### src/rtl/rx_hold_fifo.sv
module rx_hold_fifo #(
  parameter int W     = 8,
  parameter int DEPTH = 4
) (
  input  logic         clk,
  input  logic         rst_n,
  input  logic         rx_en,
  input  logic         rx_flush,
  input  logic         rx_valid,
  input  logic [W-1:0] rx_byte,
  input  logic         brk_evt,
  input  logic         brk_clr,
  input  logic         rd_pop,
  output logic [W-1:0] rd_data,
  output logic         data_avail,
  output logic         q_full,
  output logic         rx_accept,
  output logic         brk_flag
);
  localparam int CW = $clog2(DEPTH + 1);
  localparam int IW = $clog2(DEPTH);

  logic [W-1:0]  mem     [DEPTH];
  logic [W-1:0]  shifted [DEPTH];
  logic [W-1:0]  mem_nxt [DEPTH];
  logic [CW-1:0] cnt, post, cnt_nxt;
  logic          do_pop, do_push, full_after;
  logic [IW-1:0] wr_idx;
  logic [W-1:0]  wdata;

  assign data_avail = cnt != '0;
  assign q_full     = cnt == CW'(DEPTH);
  assign rx_accept  = rx_en && !q_full;
  assign rd_data    = data_avail ? mem[0] : '0;

  assign do_pop     = rd_pop && data_avail;
  assign do_push    = brk_evt || (rx_valid && rx_accept);
  assign wdata      = brk_evt ? '0 : rx_byte;
  assign post       = cnt - CW'(do_pop);
  assign full_after = post == CW'(DEPTH);
  assign wr_idx     = full_after ? IW'(DEPTH - 1) : post[IW-1:0];
  assign cnt_nxt    = (do_push && !full_after) ? post + CW'(1) : post;

  for (genvar g = 0; g < DEPTH; g++) begin : g_shift
    if (g < DEPTH - 1) begin : g_mid
      assign shifted[g] = do_pop ? mem[g+1] : mem[g];
    end else begin : g_last
      assign shifted[g] = do_pop ? '0 : mem[g];
    end
  end

  always_comb begin
    for (int i = 0; i < DEPTH; i++)
      mem_nxt[i] = (do_push && wr_idx == IW'(i)) ? wdata : shifted[i];
  end

  always_ff @(posedge clk or negedge rst_n) begin
    if (!rst_n) begin
      cnt      <= '0;
      brk_flag <= 1'b0;
      for (int i = 0; i < DEPTH; i++) mem[i] <= '0;
    end else begin
      cnt <= rx_flush ? '0 : cnt_nxt;
      for (int i = 0; i < DEPTH; i++) mem[i] <= mem_nxt[i];
      if (brk_evt)      brk_flag <= 1'b1;
      else if (brk_clr) brk_flag <= 1'b0;
    end
  end

  p_accept_blocked_when_full_r5: assert property (@(posedge clk) disable iff (!rst_n)
    q_full |-> !rx_accept);
  p_full_has_data_r3: assert property (@(posedge clk) disable iff (!rst_n)
    q_full |-> data_avail);
  p_flush_empties_r8: assert property (@(posedge clk) disable iff (!rst_n)
    rx_flush |=> !data_avail && !q_full);
  p_break_sets_flag_r6: assert property (@(posedge clk) disable iff (!rst_n)
    brk_evt |=> brk_flag);
  p_break_full_stays_r7: assert property (@(posedge clk) disable iff (!rst_n)
    q_full && brk_evt && !rd_pop && !rx_flush |=> q_full);
  p_empty_pop_noop_r9: assert property (@(posedge clk) disable iff (!rst_n)
    !data_avail && !rx_valid && !brk_evt |=> !data_avail);
  p_pop_clears_full_r3: assert property (@(posedge clk) disable iff (!rst_n)
    q_full && rd_pop && !brk_evt && !rx_flush |=> !q_full);
endmodule

### config.mk
export PLATFORM = sky130hd
export DESIGN_NAME = rx_hold_fifo
export DESIGN_NICKNAME = d
export VERILOG_FILES = /design/src/rtl/rx_hold_fifo.sv
export SDC_FILE = /design/constraint.sdc
export NUM_CORES = 1
export LEC_CHECK = 0
export BUFFER_PORTS_ARGS = -buffer_cell sky130_fd_sc_hd__buf_2
export CORE_AREA = 2 2 69 64
export CTS_BUF_LIST = sky130_fd_sc_hd__clkbuf_8
export DETAILED_ROUTE_END_ITERATION = 8
export DIE_AREA = 0 0 71 66
export PLACE_DENSITY = 0.7
export SYNTH_ARGS = -nofsm -noshare
export SYNTH_HDL_FRONTEND = slang
export SYNTH_SLANG_ARGS = --single-unit
export TNS_END_PERCENT = 1
### constraint.sdc
create_clock -name clk -period 5.6 [get_ports clk]
set_input_delay 1.12 -clock clk [delete_from_list [all_inputs] [get_ports clk]]
set_output_delay 1.12 -clock clk [all_outputs]
set_load 0.05 [all_outputs]
### After elaboration in Yosys (flattened, before gate mapping)

Index checks and enable logic that the tools add are counted.

* equality and inequality tests: 5
* reductions and logical operators: 18
* muxes and demuxes: 15
* add/sub/neg operators: 2

Operators by type and width (count)
* two-way mux 8 bit: 10
* nonzero test 2 bit: 5
* logical AND 1 bit: 8
* == test 3 bit, second input constant: 2
* two-way mux 3 bit: 2
* == test 2 bit, second input constant: 2
* adder 3 x 1 -> 3 bit, second input constant: 1
* nonzero test 3 bit: 1
* subtractor 3 x 1 -> 3 bit: 1
* == test 2 x 1 -> 1 bit, second input constant: 1
* logical NOT 1 bit: 2
* logical NOT 2 bit: 1
* two-way mux 1 bit: 2
* two-way mux 2 bit: 1
* logical OR 1 bit: 1

* output and inout port bits: 12
* register bits after elaboration: 36
* word-level logic and storage cells: 46

### Logic depth before layout (Yosys ltp)

Gate-level depths: netlist of the first run.

* word-level depth: 8
* depth in mapped cells: 12

### Least setup slack after synthesis of the first run

No wires, ideal clock.

* path kind: register to register
* start point: register cnt[1]
* end point: register mem[24] (netlist name)
* arrival: 2.766 ns
* data required time: 5.468 ns
* period minus slack after synthesis: 2.898 ns
* setup slack: 2.702 ns
* cell stages (with the launch flop): 12
* cell sequence: dfrtp_1 > or3_2 > buf_2 > nand2_4 > buf_4 > inv_1 > ha_1 > ha_1 > ha_1 > nand2_1 > nand4_2 > mux2i_1

* word-level cells in the longest chain between the ends: 8
* elaborated cells between the ends (all ways): 14
* those cells by class: 1 x add/sub; 2 x eq/ne; 2 x mux; 9 x reduce/logical

Ends and longest elaborated chain
* start: declaration: line 26 `logic [CW-1:0] cnt, post, cnt_nxt;`
* start signal: assignment: line 63 `cnt <= rx_flush ? '0 : cnt_nxt;`
* nonzero test 3 bit (*): line 31 `assign data_avail = cnt != '0;`
* named net data_avail: line 15 `output logic data_avail,`
* logical AND 1 bit (*): line 36 `assign do_pop = rd_pop && data_avail;`
* subtractor 3 x 1 -> 3 bit: line 39 `assign post = cnt - CW'(do_pop);`
* == test 3 bit: line 40 `assign full_after = post == CW'(DEPTH);`
* two-way mux 2 bit: line 41 `assign wr_idx = full_after ? IW'(DEPTH - 1) : post[IW-1:0];`
* logical NOT 2 bit: line 54 `mem_nxt[i] = (do_push && wr_idx == IW'(i)) ? wdata : shifted[i];`
* logical AND 1 bit: line 54
* two-way mux 8 bit or nonzero test 2 bit (tied branches)
* end: declaration: line 23 `logic [W-1:0] mem [DEPTH];`

Mark *: on every way through the listed nets, which the timed path passes. The rest lies on a longest branch.
A chain may end at the register's enable or synchronous reset.

### Final worst setup path of the first run

* start point: register cnt[1]
* end point: register mem[2] (netlist name)

* word-level cells in the longest chain between the ends: 8
* elaborated cells between the ends (all ways): 14
* those cells by class: 1 x add/sub; 3 x eq/ne; 2 x mux; 8 x reduce/logical

Ends and longest elaborated chain (line)
* nonzero test 3 bit: 31
* logical AND 1 bit: 36
* subtractor 3 x 1 -> 3 bit: 39
* == test 3 bit: 40
* two-way mux 2 bit: 41
* == test 2 bit: 54
* logical AND 1 bit: 54
* two-way mux 8 bit or nonzero test 2 bit (tied branches)

Parallel ways exist; a longest one is shown, timed or not.

==> summary.md, run 1 <==
| Metric | Value |
|---|---|
| Min Tclk post-route | 3280 ps |
| Starting Density | 48.2% |
| Worst-path clk slew | 70 ps |
| Final Setup Violations | 0 |
| Mapped Area | 0.00192 sq mm |
| CTS Hold Bufs | 0 |
| DR iter-0 viols | 95 |
| Hold Crit Depth | 1 |
| Layout cell share with drive strength beyond 1 | 23.8% |
| # DRC | 0 |
| Num CTS Buffers | 5 |
| Site Rows | 22 |
| Relative slew slack | 46.8% |
| Worst Max-Slew Pin Slew | 798 ps |
| Post-DP Area | 0.00206 sq mm |
| Post-CTS Resized | 0 |
| Final worst setup slack | 2320 ps |
| Worst skew pair latency | 290 ps |
| Asr flop ratio synth | 100% |
| Final HPWL DP | 2460 um |
| Number of flops mapped to enable cells by yosys | 0 |
| CTS H-tree depth | 2 |
| Yosys reg bits | 36 |
| Syn nets | 179 |
| CP endpoint kind | flop |
| Final Hold Violating Endpoints | 0 |
| Most frequent cells in the layout | 56 x mux2i_1, 36 x dfrtp_1, 27 x buf_2, 10 x nand2_1 |
| GPL Wtd Cong | 0.902 |
| Max IR drop VDD | 0.000255 V |
| Post-synth cell types | 27 |
| Nets | 206 |
| Worst EP arrival | 3490 ps |
| Crit path launch type | flop |
| Synth Instances | 157 |
| WL final | 3620 um |
| Setup Crit Path Kind | reg2reg |
| Unrepaired setup endpoints after global routing | no |
| Register area share after synthesis | 46.8% |
| Dominant synthesized flop cell | dfrtp_1 |
| Final worst-path cycle share | 58.6% |
| Syn. warnings | 0 |
| Slew Limit Fails | 0 |
| DIE AREA | 0.00469 sq mm |
| # diodes | 0 |
| Pwr per Cell Area | 559 mW/mm^2 |
| Crit path launch | cnt[1] |
| Syn-to-layout area delta | 12.6% |
| Die width | 71 um |
| Initial antenna violation count | 0 |
| Root Buffer | clkbuf_8 |
| Die height | 66 um |
| Worst r2r src | cnt[1] |
| TritonCTS clock tree | built |
| Clk_skew | 5.12 ps |
| Postcts setup bufs | 0 |
| Vias post-DR | 1261 |
| Total power | 1.21 mW |
| Final instance area | 0.00216 sq mm |
| CP required | 5810 ps |
| Via-to-Cell Ratio | 5.41 |
| Grt total ovfl | 0 |
| Worst-case clock buffer depth | 2 |
| FF-to-FF setup slack | 2320 ps |
| Post-place setup slack | 2160 ps |
| ANT nets after route | 0 |
| Max Clock Freq | 0.305 GHz |
| Largest net degree at the start of global routing | 37 |
| Total clock sinks | 36 |
| Status | finished clean |
| Mapped Avg Cell Area | 12.2 sq um |
| Mean routed wirelength per cell | 15.5 um |
| Setup_tns | 0 ps |
| CP endpoint | mem[2] |
| Top Ports | 28 |
| Hold Path Class | reg2reg |
| Worst r2r path cells | 9 |
| Leakage power | 1.28 nW |
| Crit-path max FO | 33 |
| First-pass DRT Iterations | 4 |
| Reg-to-Reg End | mem[2] |
| Core Region | 0.00399 sq mm |
| IO Port Bufs | 27 |
| Gr usage total | 17.1% |
| Vias in the first global route | 1308 |
| Max-cap violations | 0 |
| Commonest non-fill, non-tap cell in the layout | mux2i_1 |
| First-pass GRT wire length | 6110 um |
synth_stat cells, types with 2 or more instances:
cell type	count	area share [%]
a21oi_1	3	0.78
and2_1	8	2.6
buf_6	4	2.3
dfrtp_1	36	47
ha_1	6	3.9
inv_1	7	1.4
mux2i_1	56	29
nand2_1	10	2.0
nand2_2	2	0.65
nand2b_1	8	2.6
cell type report:
class,instances,area (sq um)
Clock buffer,5,68.8
Clock inverter,3,38.8
Fill cell,348,1830
Inverter,7,26.3
Multi-Input combinational cell,107,935
Sequential cell,36,901
Tap cell,48,60.1
Timing Repair Buffer,27,135
routing by layer:
layer	wire length (um)	track usage, %	vias to the layer above
met5	0	0	-
met4	44	4.95	0
met3	143	4.12	5
met2	1840	30.3	31
met1	1600	20.8	628
li1	-	-	597
flip-flops by register name (all words and copies together), names as in the netlist:
name / count
mem: 32
cnt: 3
brk_flag: 1
through the flow:
step                cells  utilization, %  hold slack, ps
finish                233            54.2             483
global route          233            54.2             507
CTS                   233            54.2             489
detailed placement    225            51.5             473
global placement      225            51.5             458
floorplan             157               -             499
worst max-delay path, cell delays in order (launching register included):
cell,delay (ps)
dfrtp_1,400
or3_2,610
nand2_4,440
inv_1,90
ha_1,200
ha_1,350
ha_1,200
nand2_1,180
a21boi_4,460
mux2i_1,250
power breakdown:
group	switching, mW	internal [mW]
sequential	0.0452	0.352
combinational	0.365	0.228
clock	0.0904	0.130
cells by family after synthesis:
| kind of cell | Yosys count | synth area share [%] |
|---|---|---|
| compound gates | 8 | 3.58 |
| xor+xnor | 1 | 0.456 |
| fa+ha+maj | 6 | 3.90 |
| buf+inv | 14 | 4.55 |
| flops | 36 | 46.8 |
| mux | 56 | 29.1 |
| simple gates | 36 | 11.5 |
worst min-delay path by stage:
stage | startpoint | end | slack [ps]
after floorplan | mem[0] | mem[0] | 500
after global placement | brk_flag | brk_flag | 460
after detailed placement | brk_flag | brk_flag | 470
after CTS | brk_flag | brk_flag | 490
after global routing | brk_flag | brk_flag | 510
final | brk_flag | brk_flag | 480
No activity file was read; power rests on OpenSTA's default activity.
==> run 2: changes to the inputs <==
==> constraint.sdc (replaced) <==
create_clock -name clk -period 3.3 [get_ports clk]
set_input_delay 0.66 -clock clk [delete_from_list [all_inputs] [get_ports clk]]
set_output_delay 0.66 -clock clk [all_outputs]
set_load 0.05 [all_outputs]
==> summary.md, run 2 (synthesized netlist as in run 1, its figures left out) <==
| Metric | Value |
|---|---|
| Reg power frac | 32.9% (about the same) |
| Largest regs | mem x32, cnt x3, brk_flag x1 |
| Top delay family on crit path | simple AND/OR/NAND/NOR gates |
| Total clock sinks | 36 (unchanged) |
| Final Hold Violating Endpoints | 0 (unchanged) |
| # DRC | 0 (unchanged) |
| Worst EP arrival | 3060 ps (-430 ps) |
| GR Layer Usage met3 | 4.42% (+0.30 points) |
| Commonest non-fill, non-tap cell in the layout | mux2i_1 |
| Initial antenna violation count | 0 (unchanged) |
| First-pass DRT Iterations | 4 (unchanged) |
| CTS H-tree depth | 2 (unchanged) |
| Unrepaired setup endpoints after global routing | no |
| Total power | 2.05 mW (+69%) |
| Final worst-path cycle share | 86.3% (+28 points) |
| # diodes | 0 (unchanged) |
| Hold Path Class | in2async |
| Final HPWL DP | 2470 um (+0.50%) |
| Die height | 66 um (unchanged) |
| Met1 Use GR | 22.0% (+1.1 points) |
| Final instance area | 0.00217 sq mm (+0.35%) |
| Worst r2r path cells | 9 (unchanged) |
| Crit path launch type | flop |
| Vias post-DR | 1245 (-1.3%) |
| Leakage power | 1.28 nW (+0.35%) |
| DR iter-0 viols | 37 (-61%) |
| Min Hold Slack | 455 ps (-28.3 ps) |
| Post-CTS Resized | 0 (unchanged) |
| Grt total ovfl | 0 (unchanged) |
| Met2 Use GR | 28.2% (-2.1 points) |
| Layout cell share with drive strength beyond 1 | 24.2% (+0.41 points) |
| Mean routed wirelength per cell | 15.3 um (-1.5%) |
| Max-cap violations | 0 (unchanged) |
| CP endpoint kind | flop |
| Top Ports | 28 (unchanged) |
| Starting Density | 48.2% (unchanged) |
| Max Clock Freq | 0.351 GHz (+15%) |
| Internal cell power | 1.21 mW (+70%) |
| Comb pwr share | 48.7% (-0.3 points) |
| Worst skew pair latency | 290 ps (about the same) |
| Most frequent cells in the layout | 56 x mux2i_1, 36 x dfrtp_1, 27 x buf_2, 10 x nand2_1 |
| Postcts setup bufs | 0 (unchanged) |
| Register name with the most flops | mem |
| Core Region | 0.00399 sq mm (unchanged) |
| Num CTS Buffers | 5 (unchanged) |
| Max reg flops | 32 (unchanged) |
| TritonCTS clock tree | built |
| Clock network fraction of total power | 18.4% (+0.2 points) |
| Setup_tns | 0 ps (unchanged) |
| Largest net degree at the start of global routing | 37 (unchanged) |
| CP bufs+invs | 1 (unchanged) |
| Crit-path max FO | 10 (-70%) |
| GPL Wtd Cong | 0.758 (-16%) |
| Switching share of power | 41.0% (-0.28 points) |
| Relative slew slack | 47.0% (+0.23 points) |
| Worst-path clk slew | 70 ps (about the same) |
| WL final | 3580 um (-1.1%) |
| CP most frequent cell | ha_1 |
| Setup Crit Path Kind | reg2reg |
| Worst path cell trace | or3_2, nand2_4, inv_1, ha_1, ha_1, ha_1, nand2_1, nand4_2, mux2i_1 |
| Nets | 207 (+0.49%) |
| Slew Limit Fails | 0 (unchanged) |
| DIE AREA | 0.00469 sq mm (unchanged) |
| Status | finished clean |
| Root Buffer | clkbuf_8 |
| CP required | 3510 ps (-2300 ps) |
| Site Rows | 22 (unchanged) |
| Max IR drop VDD | 0.000371 V (+45%) |
| Via-to-Cell Ratio | 5.32 (-1.7%) |
| Reg-to-Reg End | mem[27] |
| Vias in the first global route | 1240 (-5.2%) |
| Slowest CP cell | or3_2 |
| Switching power | 0.842 mW (+68%) |
| Final Setup Violations | 0 (unchanged) |
| Slowest stage delay, CP | 610 ps (about the same) |
| GRT Max-Usage Layer | met2 |
| Die width | 71 um (unchanged) |
| FF-to-FF setup slack | 450 ps (-1870 ps) |
| First-pass GRT wire length | 6070 um (-0.67%) |
| Worst-case clock buffer depth | 2 (unchanged) |
| Pwr per Cell Area | 945 mW/mm^2 (+69%) |
| Post-DP Area | 0.00206 sq mm (+0.37%) |
| IO Port Bufs | 27 (unchanged) |
| Worst Max-Slew Pin Slew | 795 ps (-3.40 ps) |
| Worst r2r src | cnt[1] |
| Syn-to-layout area delta | 12.9% |
| Gr usage total | 17.4% (+0.25 points) |
| ANT nets after route | 0 (unchanged) |
| Clk_skew | 8.41 ps (+3.29 ps) |
| CTS Hold Bufs | 0 (unchanged) |
| Min Tclk post-route | 2850 ps (-434 ps) |
-- run 2: final cells by class --
| cell class | count | area (sq um) |
|---|---|---|
| tap | 48 | 60.1 |
| timing repair buffer | 28 | 143 |
| clock inverter | 3 | 38.8 |
| fill | 359 | 1820 |
| inverter | 7 | 26.3 |
| clock buffer | 5 | 68.8 |
| multi-input combinational | 107 | 935 |
| sequential | 36 | 901 |
-- run 2: per-stage QoR --
stage | instances | setup slack, ps | utilization (%)
after floorplan | 157 | 402 | -
after detailed placement | 226 | 430 | 51.7
final | 234 | 451 | 54.4
after CTS | 234 | 416 | 54.4
after global placement | 226 | 526 | 51.7
after global routing | 234 | 258 | 54.4
-- run 2: worst max path at each step --
stage	from	endpoint	cells past startpoint
floorplan	cnt[1]	mem[24]	11
global placement	cnt[1]	mem[26]	9
detailed placement	cnt[1]	mem[27]	9
CTS	cnt[1]	mem[27]	9
global route	cnt[1]	mem[27]	9
finish	cnt[1]	mem[27]	9
-- run 2: layer usage --
metal,share of wire (%),vias up
met4,2.1,0
li1,-,601
met5,0,-
met3,3.9,5
met2,46,23
met1,48,616
-- run 2: worst reg2reg max path: stages, from the launching register on --
cell	delay [ps]
dfrtp_1	380
or3_2	610
nand2_4	120
inv_1	40
ha_1	170
ha_1	350
ha_1	220
nand2_1	210
nand4_2	390
mux2i_1	280
-- run 2: power groups by stage --
stage               Sequential [mW]  Combinational, mW  Clock (mW)
finish                        0.675              0.999       0.378
global route                  0.696               1.09       0.412
CTS                           0.677               1.01       0.386
detailed placement            0.686               1.01           0
global placement              0.678              0.978           0
floorplan                     0.662              0.853           0
==> run 3: changes to the inputs <==
==> constraint.sdc (replaced) <==
create_clock -name clk -period 3.3 [get_ports clk]
set_input_delay 0.165 -clock clk [delete_from_list [all_inputs] [get_ports clk]]
set_output_delay 0.165 -clock clk [all_outputs]
set_load 0.05 [all_outputs]
==> summary.md, run 3 (synthesized netlist as in run 1, its figures left out) <==
| Metric | Value |
|---|---|
| # DRC | 0 (unchanged) |
| Total clock sinks | 36 (unchanged) |
| Slew Limit Fails | 0 (unchanged) |
| Site Rows | 22 (unchanged) |
| TritonCTS clock tree | built |
| Setup_tns | 0 ps (unchanged) |
| Worst skew pair latency | 290 ps (about the same) |
| Postcts setup bufs | 0 (unchanged) |
| Most frequent cells in the layout | 56 x mux2i_1, 36 x dfrtp_1, 27 x buf_2, 10 x nand2_1 |
| Min Hold Slack | 104 ps (-351 ps) |
| First-pass DRT Iterations | 4 (unchanged) |
| Worst Max-Slew Pin Slew | 795 ps (+0.334 ps) |
| Layout cell share with drive strength beyond 1 | 24.1% (-0.13 points) |
| Fillers | 357 (-0.56%) |
| CP required | 3510 ps (about the same) |
| Register name with the most flops | mem |
| Unrepaired setup endpoints after global routing | no |
| First-pass GRT wire length | 6090 um (+0.33%) |
| Core Region | 0.00399 sq mm (unchanged) |
| Clk_skew | 7.76 ps (-0.654 ps) |
| Max IR drop VDD | 0.000393 V (+5.8%) |
| Relative slew slack | 47.0% (about the same) |
| Die width | 71 um (unchanged) |
| Final HPWL DP | 2470 um (unchanged) |
| Largest net degree at the start of global routing | 37 (unchanged) |
| IO Port Bufs | 27 (unchanged) |
| Root Buffer | clkbuf_8 |
| Leakage power | 1.28 nW (+0.33%) |
| Worst r2r path cells | 9 (unchanged) |
| Crit path launch type | flop |
| Via-to-Cell Ratio | 5.30 (-0.43%) |
| Final Hold Violating Endpoints | 0 (unchanged) |
| Mean routed wirelength per cell | 15.2 um (-0.87%) |
| Final worst-path cycle share | 86.4% (about the same) |
| WL final | 3570 um (-0.45%) |
| Commonest non-fill, non-tap cell in the layout | mux2i_1 |
| Worst-case clock buffer depth | 2 (unchanged) |
| CP endpoint kind | flop |
| # diodes | 0 (unchanged) |
| DR iter-0 viols | 33 (-11%) |
| CTS H-tree depth | 2 (unchanged) |
| Nets | 208 (+0.48%) |
| Area taken by multi-input logic gates | 935 sq um (unchanged) |
| Largest regs | mem x32, cnt x3, brk_flag x1 |
| Die height | 66 um (unchanged) |
| Num CTS Buffers | 5 (unchanged) |
| ANT nets after route | 0 (unchanged) |
| Status | finished clean |
| Grt total ovfl | 0 (unchanged) |
| Top Ports | 28 (unchanged) |
| DIE AREA | 0.00469 sq mm (unchanged) |
| Max-cap violations | 0 (unchanged) |
| Max reg flops | 32 (unchanged) |
| Final Setup Violations | 0 (unchanged) |
| Gr usage total | 17.4% (+0.033 points) |
| GPL Wtd Cong | 0.758 (unchanged) |
| Syn-to-layout area delta | 13.5% |
| Vias in the first global route | 1250 (+0.81%) |
| Worst-path clk slew | 70 ps (about the same) |
| Post-CTS Resized | 0 (unchanged) |
| Worst EP arrival | 3060 ps (about the same) |
| Register Area | 901 sq um (unchanged) |
| Hold Path Class | in2reg |
| Hold Crit Depth | 2 |
| Min Tclk post-route | 2850 ps (+0.637 ps) |
| Setup Crit Path Kind | reg2reg |
| Starting Density | 48.2% (unchanged) |
| Crit-path max FO | 10 (unchanged) |
| Initial antenna violation count | 0 (unchanged) |
| Util after Layout | 54.7% (+0.25 points) |
| Vias post-DR | 1245 (unchanged) |
| CTS Hold Bufs | 1 (+1) |
| Pwr per Cell Area | 940 mW/mm^2 (-0.53%) |
| Max Clock Freq | 0.351 GHz (about the same) |
-- run 3: changes by cell type in the layout (fill, tap and decap cells not counted) --
cell and delta:
dlygate4sd3_1 +1
-- run 3: critical path: stages, from the launching register on --
cell	delay, ps
dfrtp_1	380
or3_2	610
nand2_4	110
inv_1	40
ha_1	170
ha_1	350
ha_1	220
nand2_1	210
nand4_2	390
mux2i_1	280
-- run 3: final timing paths --
path,start,slack [ps],end
setup / recovery,cnt[1],450,mem[27]
hold reg to reg,brk_flag,480,brk_flag
setup reg to reg,cnt[1],450,mem[27]
max in group asynchronous,rst_n,2290,mem[31]
min in group asynchronous,rst_n,500,mem[18]
hold / removal,rx_flush,100,cnt[2]
-- run 3: area by class of cell --
cell class | instances | area share, %
multi-input cells | 107 | 42.8
flip-flops and latches | 36 | 41.3
repair buffers | 29 | 7.00
clock buffers | 5 | 3.15
well taps | 48 | 2.75
clock inverters | 3 | 1.78
inverters | 7 | 1.20
-- run 3: power by group --
part | internal [mW] | switching [mW]
registers | 0.597 | 0.0777
logic | 0.392 | 0.606
clock network | 0.221 | 0.156
-- run 3: routing by layer --
layer  routed length (um)  global-route usage (%)  vias up
li1                     -                       -      604
met1                 1720                    21.9      616
met2                 1650                    28.4       20
met3                  128                    4.42        5
met4                   76                    7.78        0
met5                    0                       0        -
-- run 3: through the flow --
stage / power (mW) / instances / worst slack [ps] / cell area, sq um
after floorplan: 1.52 / 157 / 402 / 1920
after global placement: 1.66 / 226 / 526 / 2060
after detailed placement: 1.70 / 226 / 430 / 2060
after CTS: 2.08 / 235 / 416 / 2180
after global routing: 2.20 / 235 / 258 / 2180
final: 2.05 / 235 / 450 / 2180
